## src/rtl/dbg_rd_seq.sv

```systemverilog
module dbg_rd_seq #(
  parameter int GAP_CYC = 32
) (
  input  logic        clk,
  input  logic        rst_n,
  input  logic        xfer_vld,
  input  logic [15:0] xfer_word,
  output logic        xfer_busy,
  output logic [16:0] rsp_word,
  output logic        mem_req,
  output logic [31:0] mem_addr,
  output logic [1:0]  mem_size,
  input  logic        mem_ack,
  input  logic        mem_err,
  input  logic [31:0] mem_rdata
);
  localparam int GW = $clog2(GAP_CYC + 1);
  localparam logic [16:0] RSP_DONE = 17'h0FFFF;
  localparam logic [16:0] RSP_NRDY = 17'h10000;
  localparam logic [16:0] RSP_ILL  = 17'h1FFFF;
  localparam logic [16:0] RSP_BERR = 17'h10001;

  typedef enum logic [2:0] {ST_CMD, ST_AHI, ST_ALO, ST_MEM, ST_RHI} st_t;

  st_t         st;
  logic [GW-1:0] gap_q;
  logic [16:0] rsp_q;
  logic [31:0] addr_q;
  logic [15:0] low_q;
  logic [1:0]  size_q;
  logic        bad_q;

  wire take   = xfer_vld && !xfer_busy;
  wire cmd_ok = (xfer_word[15:8] == 8'hA5) && (xfer_word[7:2] == 6'd0) &&
                (xfer_word[1:0] != 2'b11);

  assign xfer_busy = (gap_q != '0);
  assign rsp_word  = rsp_q;
  assign mem_req   = (st == ST_MEM);
  assign mem_addr  = addr_q;
  assign mem_size  = size_q;

  always_ff @(posedge clk) begin
    if (!rst_n) begin
      st     <= ST_CMD;
      gap_q  <= '0;
      rsp_q  <= RSP_DONE;
      addr_q <= '0;
      low_q  <= '0;
      size_q <= 2'b00;
      bad_q  <= 1'b0;
    end else begin
      if (take)            gap_q <= GAP_CYC[GW-1:0];
      else if (gap_q != 0) gap_q <= gap_q - 1'b1;

      case (st)
        ST_CMD: if (take) begin
          size_q <= xfer_word[1:0];
          bad_q  <= !cmd_ok;
          rsp_q  <= cmd_ok ? RSP_NRDY : RSP_ILL;
          st     <= ST_AHI;
        end
        ST_AHI: if (take) begin
          rsp_q <= RSP_NRDY;
          if (bad_q) st <= ST_CMD;
          else begin
            addr_q[31:16] <= xfer_word;
            st            <= ST_ALO;
          end
        end
        ST_ALO: if (take) begin
          addr_q[15:0] <= xfer_word;
          rsp_q        <= RSP_NRDY;
          st           <= ST_MEM;
        end
        ST_MEM: if (mem_ack) begin
          if (mem_err) begin
            rsp_q <= RSP_BERR;
            st    <= ST_CMD;
          end else if (size_q == 2'b10) begin
            low_q <= mem_rdata[15:0];
            rsp_q <= {1'b0, mem_rdata[31:16]};
            st    <= ST_RHI;
          end else begin
            rsp_q <= (size_q == 2'b00) ? {9'd0, mem_rdata[7:0]} : {1'b0, mem_rdata[15:0]};
            st    <= ST_CMD;
          end
        end
        ST_RHI: if (take) begin
          rsp_q <= {1'b0, low_q};
          st    <= ST_CMD;
        end
        default: st <= ST_CMD;
      endcase
    end
  end
endmodule

```

## config.mk

```make
export PLATFORM = sky130hd
export DESIGN_NAME = dbg_rd_seq
export DESIGN_NICKNAME = d
export VERILOG_FILES = /design/src/rtl/dbg_rd_seq.sv
export SDC_FILE = /design/constraint.sdc
export NUM_CORES = 1
export LEC_CHECK = 0
export BUFFER_PORTS_ARGS = -buffer_cell sky130_fd_sc_hd__buf_4
export CORE_MARGIN = 3
export CORE_UTILIZATION = 35
export DETAILED_ROUTE_END_ITERATION = 8
export MAX_ROUTING_LAYER = met4
export SLEW_MARGIN = 20
export SYNTH_ARGS = -nofsm -noshare
export SYNTH_HDL_FRONTEND = slang
export SYNTH_SLANG_ARGS = --single-unit
```

## constraint.sdc

```tcl
create_clock -name clk -period 2.4 [get_ports clk]
set_input_delay 0.48 -clock clk [delete_from_list [all_inputs] [get_ports clk]]
set_output_delay 0.48 -clock clk [all_outputs]
set_load 0.02 [all_outputs]
```

==> impl_metrics.ini, run 1 <==
[worst_setup_path]
critical_path.endpoint_type = primary output
required_ns = 1.92
r2r_start = gap_q[0]
reg2reg_slack_ns = 0.40
worst-path-max-fanout = 7
startpoint_type = register
r2r-end = rsp_word[15]
worstSetupPathType = register to primary output
r2r_cells = 7
worstPathArrival_ns = 1.82

[cells_and_area]
multi_input_area_um2 = 1600
final_util = 0.492
drive_gt1_frac = 0.340
synthToLayoutAreaGrowth_pct = 33.9
layout.nets = 480
final_common_cell = buf_4
n_fill_cell = 842
antennaDiodeCount = 0
most-common-layout-cells = 115 x buf_4, 77 x dfxtp_1, 63 x nor2_1
seqCellArea_um2 = 1540

[grt]
grt_pass1_vias = 2707
grtUsageTotal = 0.165
grt_max_degree = 35
antenna_found_initial = 0
grt_pass1_wl_um = 13300
grt.overflow.total = 0

[sta]
fmax_mhz = 436
clock_skew_ns = 0.0109
finalSetupViolCount = 0
maxSlewHeadroom = 0.596
rsz0062_at_grt = no
tns_ns = 0
timing.final.max_slew_violations = 0
hold_viol = 0
setup_slack_ns = 0.104
whs_ns = 0.383
min_period_over_period = 0.956
tightest_slew_ns = 0.605
min_period_ns = 2.30

[floorplan]
io-pin-count = 106
fp.dieW_um = 103
dieArea_um2 = 10500
start_util = 0.368
coreArea_um2 = 8890
die_y_um = 103
rows = 34

[synth]
syn-num-nets = 377
syn_avg_cell_area_um2 = 10.2
synth-main-ff-cell = dfxtp_1
synth.yosys.seq_area_share = 0.471
ys_async_sr_fraction = 0
syn-cell-area_um2 = 3270
synth_edf_count = 0
yosysWarnings = 0
synthCells = 322
synth_seq_cells = 77
yosys.cell_types.count = 42

[cts]
cts_hold_buffers = 0
postCtsResizedCells = 0
numCtsBuffers = 9
cts-root-buf = clkbuf_8
post-cts-setup-buffer-count = 0
cts_buffer_depth = 2
cts_tree = built
path_clk_slew_ns = 0.09
clkLatencyLatePin_ns = 0.34
clock-sinks = 77
htreeDepth = 3

[pwr]
power_frac_seq = 0.445
p_total_uw = 3250
ir_drop_mv = 0.345
p_sw_uw = 995
clockPowerShare = 0.301
cellLeakagePower_uw = 0.00170
pwr-share-comb = 0.254
p_int_uw = 2260
power_density_nw_per_um2 = 743
sw_frac_of_total = 0.306

[min_path]
hp-start = mem_rdata[15]
worstHoldPathType = primary input to register
whs_endpoint = low_q[15]
min_path_cells = 3

[detailed_routing]
avgViaCountPerCell = 5.06
drt_wl_total_um = 8320
drc = 0
wl_per_cell_um = 15.5
drt_iter0_drc = 64
antenna_left = 0
via_count = 2723
drtPass1Iterations = 4

[placement]
portBuffers = 105
place.gp.congestion = 0.741
hpwl_um = 5900
dp_worst_setup_slack_ns = 0.400

[run]
cap_violations = 0

[status]
outcome = finished clean
metal layers:
layer | routed length, um | track usage
met4 | 72 | 0.0484
met1 | 3850 | 0.215
met3 | 605 | 0.0514
met2 | 3790 | 0.248
met5 | 0 | -
power groups by stage:
stage / Sequential (uW) / Clock, uW / Combinational, uW
after floorplan: 1490 / 0 / 552
after global placement: 1470 / 0 / 814
after detailed placement: 1480 / 0 / 830
after CTS: 1450 / 1020 / 832
after global routing: 1460 / 1070 / 908
final: 1450 / 981 / 826
registers in the layout (all words and copies together) (netlist names):
signal    flops
bad_q         1
gap_q         6
low_q        16
mem_addr     32
mem_size      2
rsp_word     17
st            3
critical path, cell delays in order (launching register included):
cell and delay, ns:
dfxtp_1 0.35, or3_1 0.43, or3b_1 0.50, buf_4 0.21
worst max path at each step:
stage                  startpoint      endpoint  slack, ns
finish                   gap_q[2]     xfer_busy       0.10
global route             gap_q[2]     xfer_busy       0.04
CTS                      gap_q[2]     xfer_busy       0.08
detailed placement  xfer_word[12]  rsp_word[15]       0.40
global placement    xfer_word[12]   rsp_word[5]       0.46
floorplan                 mem_err     low_q[10]       0.45
logic make-up (layout without fill, tap and decap cells):
family                     after synthesis  in the layout  synth area share
AOI/OAI and AO/OA                       50             50             0.125
xor gates and xnor gates                 5              5            0.0134
buffers and inverters                   28            136            0.0428
muxes                                   59             59             0.184
adders and majority gates                3              3            0.0107
and+or+nand+nor                        100            100             0.153
DFF                                     77             77             0.471
synth_stat cells (2+ instances only):
master	count	area (um^2)
o21a_1	2	15.0
mux2_2	8	90.1
xnor2_1	3	26.3
clkbuf_1	11	41.3
a22o_1	8	70.1
nor2b_1	2	12.5
a211oi_1	2	15.0
buf_1	2	7.51
ha_1	2	25.0
nor2_1	63	236
nor4_1	2	12.5
a31oi_1	2	12.5
inv_1	4	15.0
or3_1	3	18.8
a2bb2oi_1	16	140
buf_2	7	35.0
mux2i_1	51	510
a22oi_1	15	113
and3_1	2	12.5
nor4_4	2	42.5
nor3_1	5	25.0
nand2b_1	2	12.5
nor4bb_1	3	30.0
buf_6	3	33.8
dfxtp_1	77	1540
nand2_1	8	30.0
xor2_1	2	17.5
final cells by class:
type | instances | area share
sequential | 77 | 0.352
multi-input combinational | 217 | 0.366
clock buffer | 10 | 0.0292
tap | 108 | 0.0309
timing repair buffer | 116 | 0.202
clock inverter | 6 | 0.0163
inverter | 4 | 0.00343
per-stage QoR:
step                      instance area (um^2)  std cells
after floorplan                           3270        322
after global placement                    4180        522
after detailed placement                  4180        522
after CTS                                 4380        538
after global routing                      4380        538
final                                     4380        538
Note: power is estimated with default switching activity, not from simulation.
==> run 2: changes to the inputs <==
--- a/config.mk
+++ b/config.mk
@@ -10,6 +10,7 @@
 export CORE_UTILIZATION = 35
 export DETAILED_ROUTE_END_ITERATION = 8
 export MAX_ROUTING_LAYER = met4
+export PLACE_DENSITY = 0.63
 export SLEW_MARGIN = 20
 export SYNTH_ARGS = -nofsm -noshare
 export SYNTH_HDL_FRONTEND = slang
==> run 2 against run 1 <==
  * Maximum frequency grew 0.13%
  * Sequential cell count is the same
  * Setup slack gained 0.0030 ns
  * Critical path depth is the same
  * Combinational power shrank 3.0%
  * Sequential share of layout area grew 0.24 points
  * Cell count shrank 0.19%
  * Critical path type unchanged
  * Clock power is essentially flat
  * Non-clock buffer count shrank 1
==> impl_metrics.ini, run 2 (same netlist as run 1, synthesis figures left out) <==
[detailed_routing]
drt_iter0_drc = 80
drt_wl_total_um = 8150
wl_per_cell_um = 15.2
drtPass1Iterations = 4
via_count = 2697
antenna_left = 0
drc = 0
avgViaCountPerCell = 5.02

[cts]
cts_tree = built
cts_buffer_depth = 2
path_clk_slew_ns = 0.09
cts-root-buf = clkbuf_8
postCtsResizedCells = 0
clock-sinks = 77
clkLatencyLatePin_ns = 0.34
numCtsBuffers = 9
cts_hold_buffers = 0
post-cts-setup-buffer-count = 0
htreeDepth = 3

[grt]
grt_max_degree = 58
antenna_found_initial = 0
grt_pass1_vias = 2585
grt.overflow.total = 0
grtUsageTotal = 0.161
grt_pass1_wl_um = 12800

[sta]
min_period_over_period = 0.955
rsz0062_at_grt = no
maxSlewHeadroom = 0.593
min_period_ns = 2.29
finalSetupViolCount = 0
fmax_mhz = 436
tns_ns = 0
tightest_slew_ns = 0.610
timing.final.max_slew_violations = 0
hold_viol = 0
clock_skew_ns = 0.0150

[run]
cap_violations = 0

[worst_setup_path]
slowest_delay_ns = 0.51
startpoint_type = register
slowest_stage = or3b_1
worst-path-max-fanout = 7
worstPathArrival_ns = 1.81
path_buf_inv = 1
required_ns = 1.92
critical_path.endpoint_type = primary output
crit_chain = or3_1 > or3b_1 > buf_4
worstSetupPathType = register to primary output
worst_path_dominant_cell_family = simple AND/OR/NAND/NOR gates

[pwr]
power_frac_seq = 0.449
ir_drop_mv = 0.380
sw_frac_of_total = 0.305
p_sw_uw = 987
pwr-share-comb = 0.247
power_density_nw_per_um2 = 746
p_total_uw = 3240
p_int_uw = 2250
cellLeakagePower_uw = 0.00169
clockPowerShare = 0.303

[cells_and_area]
largest_reg_flops = 32
synthToLayoutAreaGrowth_pct = 32.9
n_fill_cell = 845
antennaDiodeCount = 0
drive_gt1_frac = 0.336
layout.nets = 479
most-common-layout-cells = 115 x buf_4, 77 x dfxtp_1, 63 x nor2_1
final_common_cell = buf_4

[placement]
place.gp.congestion = 0.823
hpwl_um = 5630
portBuffers = 105

[floorplan]
coreArea_um2 = 8890
start_util = 0.368
fp.dieW_um = 103
rows = 34
dieArea_um2 = 10500
io-pin-count = 106
die_y_um = 103

[min_path]
worstHoldPathType = primary input to register

[status]
outcome = finished clean
run 2: changes by cell type in the layout (fill, tap and decap cells not counted):
cell,previous run,this run
clkinvlp_4,2,0
buf_12,1,0
clkinv_1,0,1
clkinv_2,0,1
inv_2,1,0
inv_6,1,2
nor4bb_2,0,1
nor4bb_4,1,0
run 2: metrics by stage:
stage	hold WS [ns]	cell area, um^2	setup slack (ns)	utilization	cells
2_1_floorplan	0.461	3270	0.451	-	322
3_3_place_gp	0.473	4150	0.450	0.467	521
3_5_place_dp	0.476	4150	0.425	0.467	521
4_1_cts	0.364	4350	0.0863	0.489	537
5_1_grt	0.374	4350	0.0170	0.489	537
6_report	0.383	4350	0.107	0.489	537
run 2: area by class of cell:
type / count / area, um^2 / area share
sequential: 77 / 1540 / 0.355
inverter: 4 / 15.0 / 0.00345
multi-input combinational: 217 / 1600 / 0.367
timing repair buffer: 115 / 863 / 0.199
tap: 108 / 135 / 0.0311
clock buffer: 10 / 128 / 0.0294
clock inverter: 6 / 70.1 / 0.0161
run 2: tightest hold or removal path, delay by kind of cell:
kind | cells | cell delay [ns]
buffers and inverters | 1 | 0.09
and+or+nand+nor | 1 | 0.07
muxes | 1 | 0.06
run 2: worst paths after layout:
path / cells after the start / slack, ns / to / startpoint
worst max-delay path: 3 / 0.11 / xfer_busy / gap_q[2]
worst min-delay path: 3 / 0.38 / mem_addr[8] / xfer_word[8]
worst max register to register: 7 / 0.44 / rsp_word[13] / gap_q[0]
worst min register to register: 2 / 0.49 / rsp_word[16] / rsp_word[16]
run 2: power groups by stage:
stage	registers, uW	logic [uW]	clock network (uW)
global placement	1480	795	0
floorplan	1490	552	0
CTS	1460	811	1020
global route	1470	879	1080
detailed placement	1480	809	0
finish	1460	801	983
run 2: layer usage:
layer | share of wire | track usage | vias up
met5 | 0 | - | -
met4 | 0.0088 | 0.0545 | 0
met3 | 0.067 | 0.0501 | 7
met2 | 0.47 | 0.240 | 75
met1 | 0.46 | 0.207 | 1265
li1 | - | - | 1350
